===== config.mk =====
export PLATFORM = sky130hd
export DESIGN_NAME = dlyReadCtl
export DESIGN_NICKNAME = d
export VERILOG_FILES = /design/src/rtl/drc_pkg.sv /design/src/rtl/drc_datapath.sv /design/src/rtl/drc_control.sv /design/src/rtl/dlyReadCtl.sv
export SDC_FILE = /design/constraint.sdc
export NUM_CORES = 1
export LEC_CHECK = 0
export BUFFER_PORTS_ARGS = -buffer_cell sky130_fd_sc_hd__buf_2
export CORE_UTILIZATION = 63
export DETAILED_ROUTE_END_ITERATION = 16
export GPL_ROUTABILITY_DRIVEN = 0
export MAX_ROUTING_LAYER = met4
export PLACE_DENSITY = 0.83
export RECOVER_POWER = 100
export SLEW_MARGIN = 15
export SYNTH_ARGS = -nofsm -noshare
export SYNTH_HDL_FRONTEND = slang
export SYNTH_HIERARCHICAL = 1
export SYNTH_SLANG_ARGS = --single-unit

===== constraint.sdc =====
create_clock -name clk -period 9.8 [get_ports clk]
set_input_delay 0.49 -clock clk [delete_from_list [all_inputs] [get_ports clk]]
set_output_delay 0.49 -clock clk [all_outputs]
set_load 0.05 [all_outputs]

===== src/rtl/drc_pkg.sv =====
package drc_pkg;

  // read command codes on both sides
  localparam logic [3:0] CMD_IORD  = 4'h2;
  localparam logic [3:0] CMD_MRD   = 4'h6;
  localparam logic [3:0] CMD_CFGRD = 4'hA;
  localparam logic [3:0] CMD_MRM   = 4'hC;
  localparam logic [3:0] CMD_MRL   = 4'hE;

  // far-side response codes; the non-retry ones double as completion status
  localparam logic [1:0] RSP_DATA   = 2'd0;
  localparam logic [1:0] RSP_RETRY  = 2'd1;
  localparam logic [1:0] RSP_MABORT = 2'd2;
  localparam logic [1:0] RSP_TABORT = 2'd3;

  // strobes from control to datapath
  typedef struct packed {
    logic capAddr;   // record address phase into holding registers
    logic commit;    // record byte enables, write slot, push issue order
    logic serve;     // return the matched finished slot and free it
    logic launch;    // load far-side registers from the oldest slot
    logic finish;    // far side ended; store status/data, pop order
  } drcStrobes_t;

endpackage


===== src/rtl/drc_datapath.sv =====
module drc_datapath
  import drc_pkg::*;
#(
  parameter int AW = 32,
  parameter int DW = 32,
  parameter int DEPTH = 4,
  parameter int PWW = 4,
  parameter logic [AW-1:0] PF_BASE  = 'h8000_0000,
  parameter logic [AW-1:0] PF_LIMIT = 'h8FFF_FFFF
) (
  input  logic          clk,
  input  logic          rstN,
  input  drcStrobes_t   strb,
  input  logic [AW-1:0] iAddr,
  input  logic [3:0]    iCmd,
  input  logic          iPar,
  input  logic [3:0]    iBe,
  input  logic [1:0]    tCode,
  input  logic [DW-1:0] tData,
  input  logic          pwQueued,
  input  logic          pwDone,
  output logic          hitDone,
  output logic          hitPend,
  output logic          qFull,
  output logic          headReady,
  output logic [DW-1:0] iData,
  output logic [1:0]    iStat,
  output logic [AW-1:0] tAddr,
  output logic [3:0]    tCmd,
  output logic          tPar,
  output logic [3:0]    tBe
);

  localparam int IW = (DEPTH > 1) ? $clog2(DEPTH) : 1;
  localparam int CW = $clog2(DEPTH + 1);
  localparam logic [IW-1:0] LAST_IDX = IW'(DEPTH - 1);

  // slot storage
  logic [DEPTH-1:0] slotValid, slotDone;
  logic [AW-1:0]    slotAddr  [DEPTH];
  logic [3:0]       slotCmd   [DEPTH];
  logic             slotPar   [DEPTH];
  logic [3:0]       slotBe    [DEPTH];
  logic [1:0]       slotStat  [DEPTH];
  logic [DW-1:0]    slotData  [DEPTH];
  logic [PWW-1:0]   slotAhead [DEPTH];

  // address phase holding registers
  logic [AW-1:0] holdAddr;
  logic [3:0]    holdCmd;
  logic          holdPar;

  // commit order
  logic [IW-1:0] ordQ [DEPTH];
  logic [IW-1:0] wrPtr, rdPtr;
  logic [CW-1:0] ordCnt;

  logic [PWW-1:0] pwOut, aheadInit;
  logic [IW-1:0]  allocIdx, hitIdx, headIdx;
  logic           headPf;

  // lowest free slot
  always_comb begin
    allocIdx = '0;
    for (int i = DEPTH - 1; i >= 0; i--)
      if (!slotValid[i]) allocIdx = IW'(i);
  end
  assign qFull = &slotValid;

  // match incoming address phase against occupied slots
  always_comb begin
    hitDone = 1'b0;
    hitPend = 1'b0;
    hitIdx  = '0;
    for (int i = 0; i < DEPTH; i++) begin
      if (slotValid[i] && slotAddr[i] == iAddr && slotCmd[i] == iCmd) begin
        hitIdx = IW'(i);
        if (slotDone[i]) hitDone = 1'b1;
        else             hitPend = 1'b1;
      end
    end
  end

  always_ff @(posedge clk or negedge rstN) begin
    if (!rstN) begin
      holdAddr <= '0;
      holdCmd  <= '0;
      holdPar  <= 1'b0;
    end else if (strb.capAddr) begin
      holdAddr <= iAddr;
      holdCmd  <= iCmd;
      holdPar  <= iPar;
    end
  end

  // outstanding posted writes
  always_ff @(posedge clk or negedge rstN) begin
    if (!rstN) pwOut <= '0;
    else begin
      case ({pwQueued, pwDone})
        2'b10:   pwOut <= pwOut + 1'b1;
        2'b01:   pwOut <= (pwOut != '0) ? pwOut - 1'b1 : pwOut;
        default: pwOut <= pwOut;
      endcase
    end
  end

  // writes still ahead of a slot committed this cycle
  assign aheadInit = (pwDone && pwOut != '0) ? pwOut - 1'b1 : pwOut;

  always_ff @(posedge clk or negedge rstN) begin
    if (!rstN) begin
      slotValid <= '0;
      slotDone  <= '0;
      for (int i = 0; i < DEPTH; i++) begin
        slotAddr[i]  <= '0;
        slotCmd[i]   <= '0;
        slotPar[i]   <= 1'b0;
        slotBe[i]    <= '0;
        slotStat[i]  <= '0;
        slotData[i]  <= '0;
        slotAhead[i] <= '0;
      end
    end else begin
      for (int i = 0; i < DEPTH; i++) begin
        if (strb.commit && allocIdx == IW'(i)) begin
          slotValid[i] <= 1'b1;
          slotDone[i]  <= 1'b0;
          slotAddr[i]  <= holdAddr;
          slotCmd[i]   <= holdCmd;
          slotPar[i]   <= holdPar;
          slotBe[i]    <= iBe;
          slotAhead[i] <= aheadInit;
        end else begin
          if (pwDone && slotAhead[i] != '0)
            slotAhead[i] <= slotAhead[i] - 1'b1;
          if (strb.finish && headIdx == IW'(i)) begin
            slotDone[i] <= 1'b1;
            slotStat[i] <= tCode;
            slotData[i] <= tData;
          end
          if (strb.serve && hitIdx == IW'(i)) begin
            slotValid[i] <= 1'b0;
            slotDone[i]  <= 1'b0;
          end
        end
      end
    end
  end

  // commit order ring
  always_ff @(posedge clk or negedge rstN) begin
    if (!rstN) begin
      wrPtr  <= '0;
      rdPtr  <= '0;
      ordCnt <= '0;
      for (int i = 0; i < DEPTH; i++) ordQ[i] <= '0;
    end else begin
      if (strb.commit) begin
        ordQ[wrPtr] <= allocIdx;
        wrPtr <= (wrPtr == LAST_IDX) ? '0 : wrPtr + 1'b1;
      end
      if (strb.finish)
        rdPtr <= (rdPtr == LAST_IDX) ? '0 : rdPtr + 1'b1;
      case ({strb.commit, strb.finish})
        2'b10:   ordCnt <= ordCnt + 1'b1;
        2'b01:   ordCnt <= ordCnt - 1'b1;
        default: ordCnt <= ordCnt;
      endcase
    end
  end

  assign headIdx   = ordQ[rdPtr];
  assign headReady = (ordCnt != '0) && (slotAhead[headIdx] == '0);

  always_comb begin
    headPf = (slotCmd[headIdx] == CMD_MRL) || (slotCmd[headIdx] == CMD_MRM) ||
             (slotCmd[headIdx] == CMD_MRD && slotAddr[headIdx] >= PF_BASE &&
              slotAddr[headIdx] <= PF_LIMIT);
  end

  // far-side command registers
  always_ff @(posedge clk or negedge rstN) begin
    if (!rstN) begin
      tAddr <= '0;
      tCmd  <= '0;
      tPar  <= 1'b0;
      tBe   <= 4'hF;
    end else if (strb.launch) begin
      tAddr <= slotAddr[headIdx];
      tCmd  <= slotCmd[headIdx];
      tPar  <= slotPar[headIdx];
      tBe   <= headPf ? 4'h0 : slotBe[headIdx];
    end
  end

  // requester answer registers
  always_ff @(posedge clk or negedge rstN) begin
    if (!rstN) begin
      iData <= '0;
      iStat <= '0;
    end else if (strb.serve) begin
      iData <= slotData[hitIdx];
      iStat <= slotStat[hitIdx];
    end
  end


  no_overflow_chk: assert property (@(posedge clk) disable iff (!rstN)
    strb.commit |-> !qFull);


  launch_gate_chk: assert property (@(posedge clk) disable iff (!rstN)
    strb.launch |-> (ordCnt != '0 && slotAhead[headIdx] == '0));


  pf_lanes_chk: assert property (@(posedge clk) disable iff (!rstN)
    (strb.launch && slotCmd[headIdx] == CMD_MRL) |=> (tBe == 4'h0));


  serve_ready_chk: assert property (@(posedge clk) disable iff (!rstN)
    strb.serve |-> (slotValid[hitIdx] && slotDone[hitIdx]));

endmodule


===== src/rtl/drc_control.sv =====
module drc_control
  import drc_pkg::*;
(
  input  logic        clk,
  input  logic        rstN,
  input  logic        iStart,
  input  logic        iRdy,
  input  logic        tResp,
  input  logic [1:0]  tCode,
  input  logic        hitDone,
  input  logic        hitPend,
  input  logic        qFull,
  input  logic        headReady,
  output drcStrobes_t strb,
  output logic        iRetry,
  output logic        iDone,
  output logic        tReq
);

  typedef enum logic { I_IDLE, I_WAITBE } iState_t;
  typedef enum logic { T_IDLE, T_BUSY }   tState_t;

  iState_t iState;
  tState_t tState;
  logic    refuse;

  assign refuse = iState == I_IDLE && iStart && !hitDone && (hitPend || qFull);

  always_comb begin
    strb         = '0;
    strb.serve   = iState == I_IDLE && iStart && hitDone;
    strb.capAddr = iState == I_IDLE && iStart && !hitDone && !hitPend && !qFull;
    strb.commit  = iState == I_WAITBE && iRdy;
    strb.launch  = tState == T_IDLE && headReady;
    strb.finish  = tState == T_BUSY && tResp && tCode != RSP_RETRY;
  end

  always_ff @(posedge clk or negedge rstN) begin
    if (!rstN) begin
      iState <= I_IDLE;
      iRetry <= 1'b0;
      iDone  <= 1'b0;
    end else begin
      iRetry <= refuse || strb.commit;
      iDone  <= strb.serve;
      if (strb.capAddr)     iState <= I_WAITBE;
      else if (strb.commit) iState <= I_IDLE;
    end
  end

  always_ff @(posedge clk or negedge rstN) begin
    if (!rstN) tState <= T_IDLE;
    else if (strb.launch) tState <= T_BUSY;
    else if (strb.finish) tState <= T_IDLE;
  end

  assign tReq = tState == T_BUSY;


  commit_retry_chk: assert property (@(posedge clk) disable iff (!rstN)
    strb.commit |=> (iRetry && !iDone));


  pend_retry_chk: assert property (@(posedge clk) disable iff (!rstN)
    (iState == I_IDLE && iStart && hitPend) |=> (iRetry && !iDone));


  hold_on_retry_chk: assert property (@(posedge clk) disable iff (!rstN)
    (tReq && tResp && tCode == RSP_RETRY) |=> tReq);


  drop_on_end_chk: assert property (@(posedge clk) disable iff (!rstN)
    (tReq && tResp && tCode != RSP_RETRY) |=> !tReq);


  serve_done_chk: assert property (@(posedge clk) disable iff (!rstN)
    strb.serve |=> (iDone && !iRetry));

endmodule


===== src/rtl/dlyReadCtl.sv =====
module dlyReadCtl
  import drc_pkg::*;
#(
  parameter int AW = 32,
  parameter int DW = 32,
  parameter int DEPTH = 4,
  parameter int PWW = 4,
  parameter logic [AW-1:0] PF_BASE  = 'h8000_0000,
  parameter logic [AW-1:0] PF_LIMIT = 'h8FFF_FFFF
) (
  input  logic          clk,
  input  logic          rstN,
  input  logic          iStart,
  input  logic [AW-1:0] iAddr,
  input  logic [3:0]    iCmd,
  input  logic          iPar,
  input  logic          iRdy,
  input  logic [3:0]    iBe,
  output logic          iRetry,
  output logic          iDone,
  output logic [DW-1:0] iData,
  output logic [1:0]    iStat,
  output logic          tReq,
  output logic [AW-1:0] tAddr,
  output logic [3:0]    tCmd,
  output logic          tPar,
  output logic [3:0]    tBe,
  input  logic          tResp,
  input  logic [1:0]    tCode,
  input  logic [DW-1:0] tData,
  input  logic          pwQueued,
  input  logic          pwDone
);

  drcStrobes_t strb;
  logic hitDone, hitPend, qFull, headReady;

  drc_control u_ctl (
    .clk(clk), .rstN(rstN), .iStart(iStart), .iRdy(iRdy),
    .tResp(tResp), .tCode(tCode), .hitDone(hitDone), .hitPend(hitPend),
    .qFull(qFull), .headReady(headReady), .strb(strb),
    .iRetry(iRetry), .iDone(iDone), .tReq(tReq)
  );

  drc_datapath #(
    .AW(AW), .DW(DW), .DEPTH(DEPTH), .PWW(PWW),
    .PF_BASE(PF_BASE), .PF_LIMIT(PF_LIMIT)
  ) u_dp (
    .clk(clk), .rstN(rstN), .strb(strb),
    .iAddr(iAddr), .iCmd(iCmd), .iPar(iPar), .iBe(iBe),
    .tCode(tCode), .tData(tData), .pwQueued(pwQueued), .pwDone(pwDone),
    .hitDone(hitDone), .hitPend(hitPend), .qFull(qFull), .headReady(headReady),
    .iData(iData), .iStat(iStat),
    .tAddr(tAddr), .tCmd(tCmd), .tPar(tPar), .tBe(tBe)
  );


  stable_cmd_chk: assert property (@(posedge clk) disable iff (!rstN)
    (tReq && $past(tReq)) |-> ($stable(tAddr) && $stable(tCmd) && $stable(tBe)));

endmodule


==> results.sh <==
export IMPL_status="finished, violations left"
export IMPL_violations="max-capacitance violations, max-slew violations"
export IMPL_vias=15174
export IMPL_gr_usage_all_layers_pct=32.7
export IMPL_slew_headroom_pct=-268
export IMPL_dpl_cell_area_um2=23400
export IMPL_clock_path_buffers=3
export IMPL_grt_pass1_wl_um=88400
export IMPL_place_ws_ns=4.55
export IMPL_multi_input_area_um2=10000
export IMPL_fillerInstances=2340
export IMPL_min_delay_path_class="in2reg"
export IMPL_cp_end_kind="flop"
export IMPL_yosysTopAreaCell="dfrtp_1"
export IMPL_slowest_stage="clkbuf_1"
export IMPL_finalCriticalPeriod_ns=6.82
export IMPL_finalHoldViolCount=0
export IMPL_htreeDepth=2
export IMPL_fin_crit_sh_pct=69.6
export IMPL_cellPowerDensity_nw_per_um2=361
export IMPL_die_area_um2=36200
export IMPL_r2r_slack_ns=2.98
export IMPL_synthArstFlopShare_pct=100
export IMPL_clock_fmax_mhz=147
export IMPL_drv_slew=599
export IMPL_grt_max_degree=190
export IMPL_cts_clk_slew_worst_paths_ns=0.06
export IMPL_drc=0
export IMPL_gr_total_overflow=0
export IMPL_yosysSeqAreaShare_pct=51.4
export IMPL_cts_tree="built"
export IMPL_portBuffers=159
export IMPL_p_total_mw=8.98
export IMPL_drive_gt1_share_pct=31.7
export IMPL_fp_row_count=68
export IMPL_core_area_um2=34700
export IMPL_synthAdderAreaFrac_pct=0.762
export IMPL_start_util_pct=64.3
export IMPL_syn_inst=1779
export IMPL_clockRootBuffer="clkbuf_16"
export IMPL_synth_area_um2=22300
export IMPL_leakagePower_nw=10.7
export IMPL_crit_top_cell="inv_1"
export IMPL_max_stage_delay_ns=1.83
export IMPL_synth_xor_area_share_pct=6.12
export IMPL_ys_types=65
export IMPL_regArea_um2=11500
export IMPL_yosys_area_top_type_share_pct=51.0
export IMPL_rsz0062_at_grt="false"
export IMPL_synth_area_leaders="dfrtp_1 (51%), mux2_2 (19%), xnor2_1 (3.8%)"
export IMPL_yosys_warnings=6
export IMPL_cts_made_buffers=47
export IMPL_drt_pass1_iterations=6
export IMPL_drtIter0Drc=1298
export IMPL_antenna_left=0
export IMPL_die_h_um=190
export IMPL_synth_seq_cells=459
export IMPL_setup_viol=0
export IMPL_synth_edf_count=0
export IMPL_ios=160
export IMPL_max_vdd_ir_drop_mv=0.252
export IMPL_syn_num_nets=1874
export IMPL_post_route_cell_area_um2=24900
export IMPL_dp_hpwl_um=34600
export IMPL_yosys_area_share_simple_pct=8.13
export IMPL_place_inst=2279
export IMPL_first_global_vias=15632
export IMPL_muxShareOfSynthArea_pct=23.9
export IMPL_cp_cell_sequence="xnor2_1 > nand4_1 > nor4_1 > and3_1 > nand2_1 > o2111ai_1 > inv_1 > nor2_4 > buf_4 > inv_1 > a31oi_4 > clkbuf_1 > o211ai_1 > nand3_1"
export IMPL_crit_required_ns=10.30
export IMPL_clock_sinks=459
export IMPL_crit_arrival_ns=7.32
export IMPL_startpoint_type="flop"
export IMPL_finalSetupTns_ns=0
export IMPL_cap_violations=13
export IMPL_fin_nets=1969
export IMPL_synthFlopType="dfrtp_1"
export IMPL_worstSkewPairLatency_ns=0.60
export IMPL_setup_slack_ns=2.98
export IMPL_max_slew_worst_pin_slew_ns=5.52
export IMPL_avgSynthCellArea_um2=12.6
export IMPL_hold_depth=2
export IMPL_cts_resized=0
export IMPL_antenna_found_initial=8
export IMPL_die_x_um=190
export IMPL_synth_compound_area_share_pct=5.86
export IMPL_crit_type="reg2reg"
export IMPL_avgRoutedWirePerCell_um=23.5
export IMPL_wirelength_um=55900
export IMPL_via_per_inst=6.39
export IMPL_synth_top_family_by_area="multiplexers"
export IMPL_skew_ns=0.0246
export IMPL_finalNonFillerCells=2375
export IMPL_path_max_fanout=73
export IMPL_syn2layout_area_growth_pct=11.4
export IMPL_worst_r2r_path_depth=14
-- power breakdown --
part | switching, mW | internal (mW) | leakage, nW | total [mW]
combinational | 1.84 | 1.74 | 4.23 | 3.57
sequential | 0.696 | 2.78 | 5.66 | 3.48
clock | 0.776 | 1.15 | 0.817 | 1.93
-- routing by layer --
layer / up-vias / wire [um] / global-route usage (%)
met2: 592 / 27400 / 51.9
met4: 0 / 2650 / 14.6
met5: - / 0 / -
met3: 181 / 3910 / 6.59
li1: 6662 / - / -
met1: 7739 / 22000 / 40.8
-- flip-flops by register name, indices dropped and copies added (netlist names), 16 cells and up --
register,count
u_dp/slotAddr,128
u_dp/slotData,128
u_dp/holdAddr,32
u_dp/iData,32
u_dp/tAddr,32
u_dp/slotAhead,16
u_dp/slotBe,16
u_dp/slotCmd,16
-- what timing repair did --
item | CTS | global route
hold endpoints to repair | 97 | 0
setup buffers | 0 | 0
endpoints found under the setup margin | 0 | 0
hold buffers | 1 | 0
-- layout by cell type, fill, tap and decap left out, drive strengths merged, types with 19 or more instances in the layout --
cell    count
nand3      66
nor4       56
nand2      51
xor2       60
o31a       34
nor2       25
mux2      382
clkbuf    147
o21ai      32
xnor2      96
a21oi      19
a31oi      39
dfrtp     455
mux4       37
nor2b      37
o211ai     27
nand4      35
inv        67
buf        93
mux2i      19
-- metrics by stage --
stage | hold slack (ns) | util, %
after floorplan | 0.194 | -
after global placement | 0.457 | 67.3
after detailed placement | 0.470 | 67.3
after CTS | 0.0954 | 72.2
after global routing | 0.120 | 71.7
final | 0.117 | 71.7
-- layout make-up --
type                       instances  area share [%]
sequential                       459            46.2
multi-input combinational       1116            40.3
clock buffer                      57            5.16
timing repair buffer             184            3.45
tap                              455            2.29
clock inverter                    30            1.56
inverter                          66           0.995
antenna                            8          0.0804
-- kinds of logic after synthesis --
family | count (synthesis)
xor+xnor | 156
mux | 438
flops | 459
buf+inv | 204
compound gates | 186
fa+ha+maj | 13
simple gates | 323
-- worst paths after layout --
kind                                      endpoint         startpoint
worst max-delay path                u_dp/iData[14]  u_dp/slotAddr[33]
worst min-delay path                    u_ctl/tReq              tResp
worst max register to register      u_dp/iData[14]  u_dp/slotAddr[33]
worst min register to register         u_dp/tBe[0]        u_dp/tBe[0]
max in group asynchronous       u_dp/slotAddr[110]               rstN
min in group asynchronous            u_dp/pwOut[0]               rstN
-- synth_stat cells (2+ instances only) --
cell type and n:
dfrtp_1 455, mux2_2 378, clkbuf_1 109, xnor2_1 96, nand3_1 66, inv_1 65, xor2_1 60, nor4_1 54
nand2_1 51, a31oi_1 39, mux4_2 37, nor2b_1 37, nand4_1 34, o31a_1 34, o21ai_0 32, o211ai_1 27
nor2_1 25, a21oi_1 19, mux2i_1 19, buf_2 18, nor3_1 15, ha_1 12, o31ai_1 9, and3_1 8
a211oi_1 7, nand4b_1 7, buf_4 5, buf_6 5, dfstp_2 4, mux2_4 4, o2bb2ai_1 4, nor4b_1 3
or3_1 3, a21o_1 2, and4_1 2, nand3b_1 2, nor3b_1 2, nor4_2 2, nor4bb_1 2
-- worst max-delay path: cells and delay by family, from the launching register on --
family / cells / cell delay [ns]
buffers and inverters: 4 / 2.81
AND/OR/NAND/NOR: 6 / 2.20
AO/OA/AOI/OAI: 3 / 0.80
XOR/XNOR: 1 / 0.47
flip-flops: 1 / 0.40
Note: power is estimated with default switching activity, not from simulation.
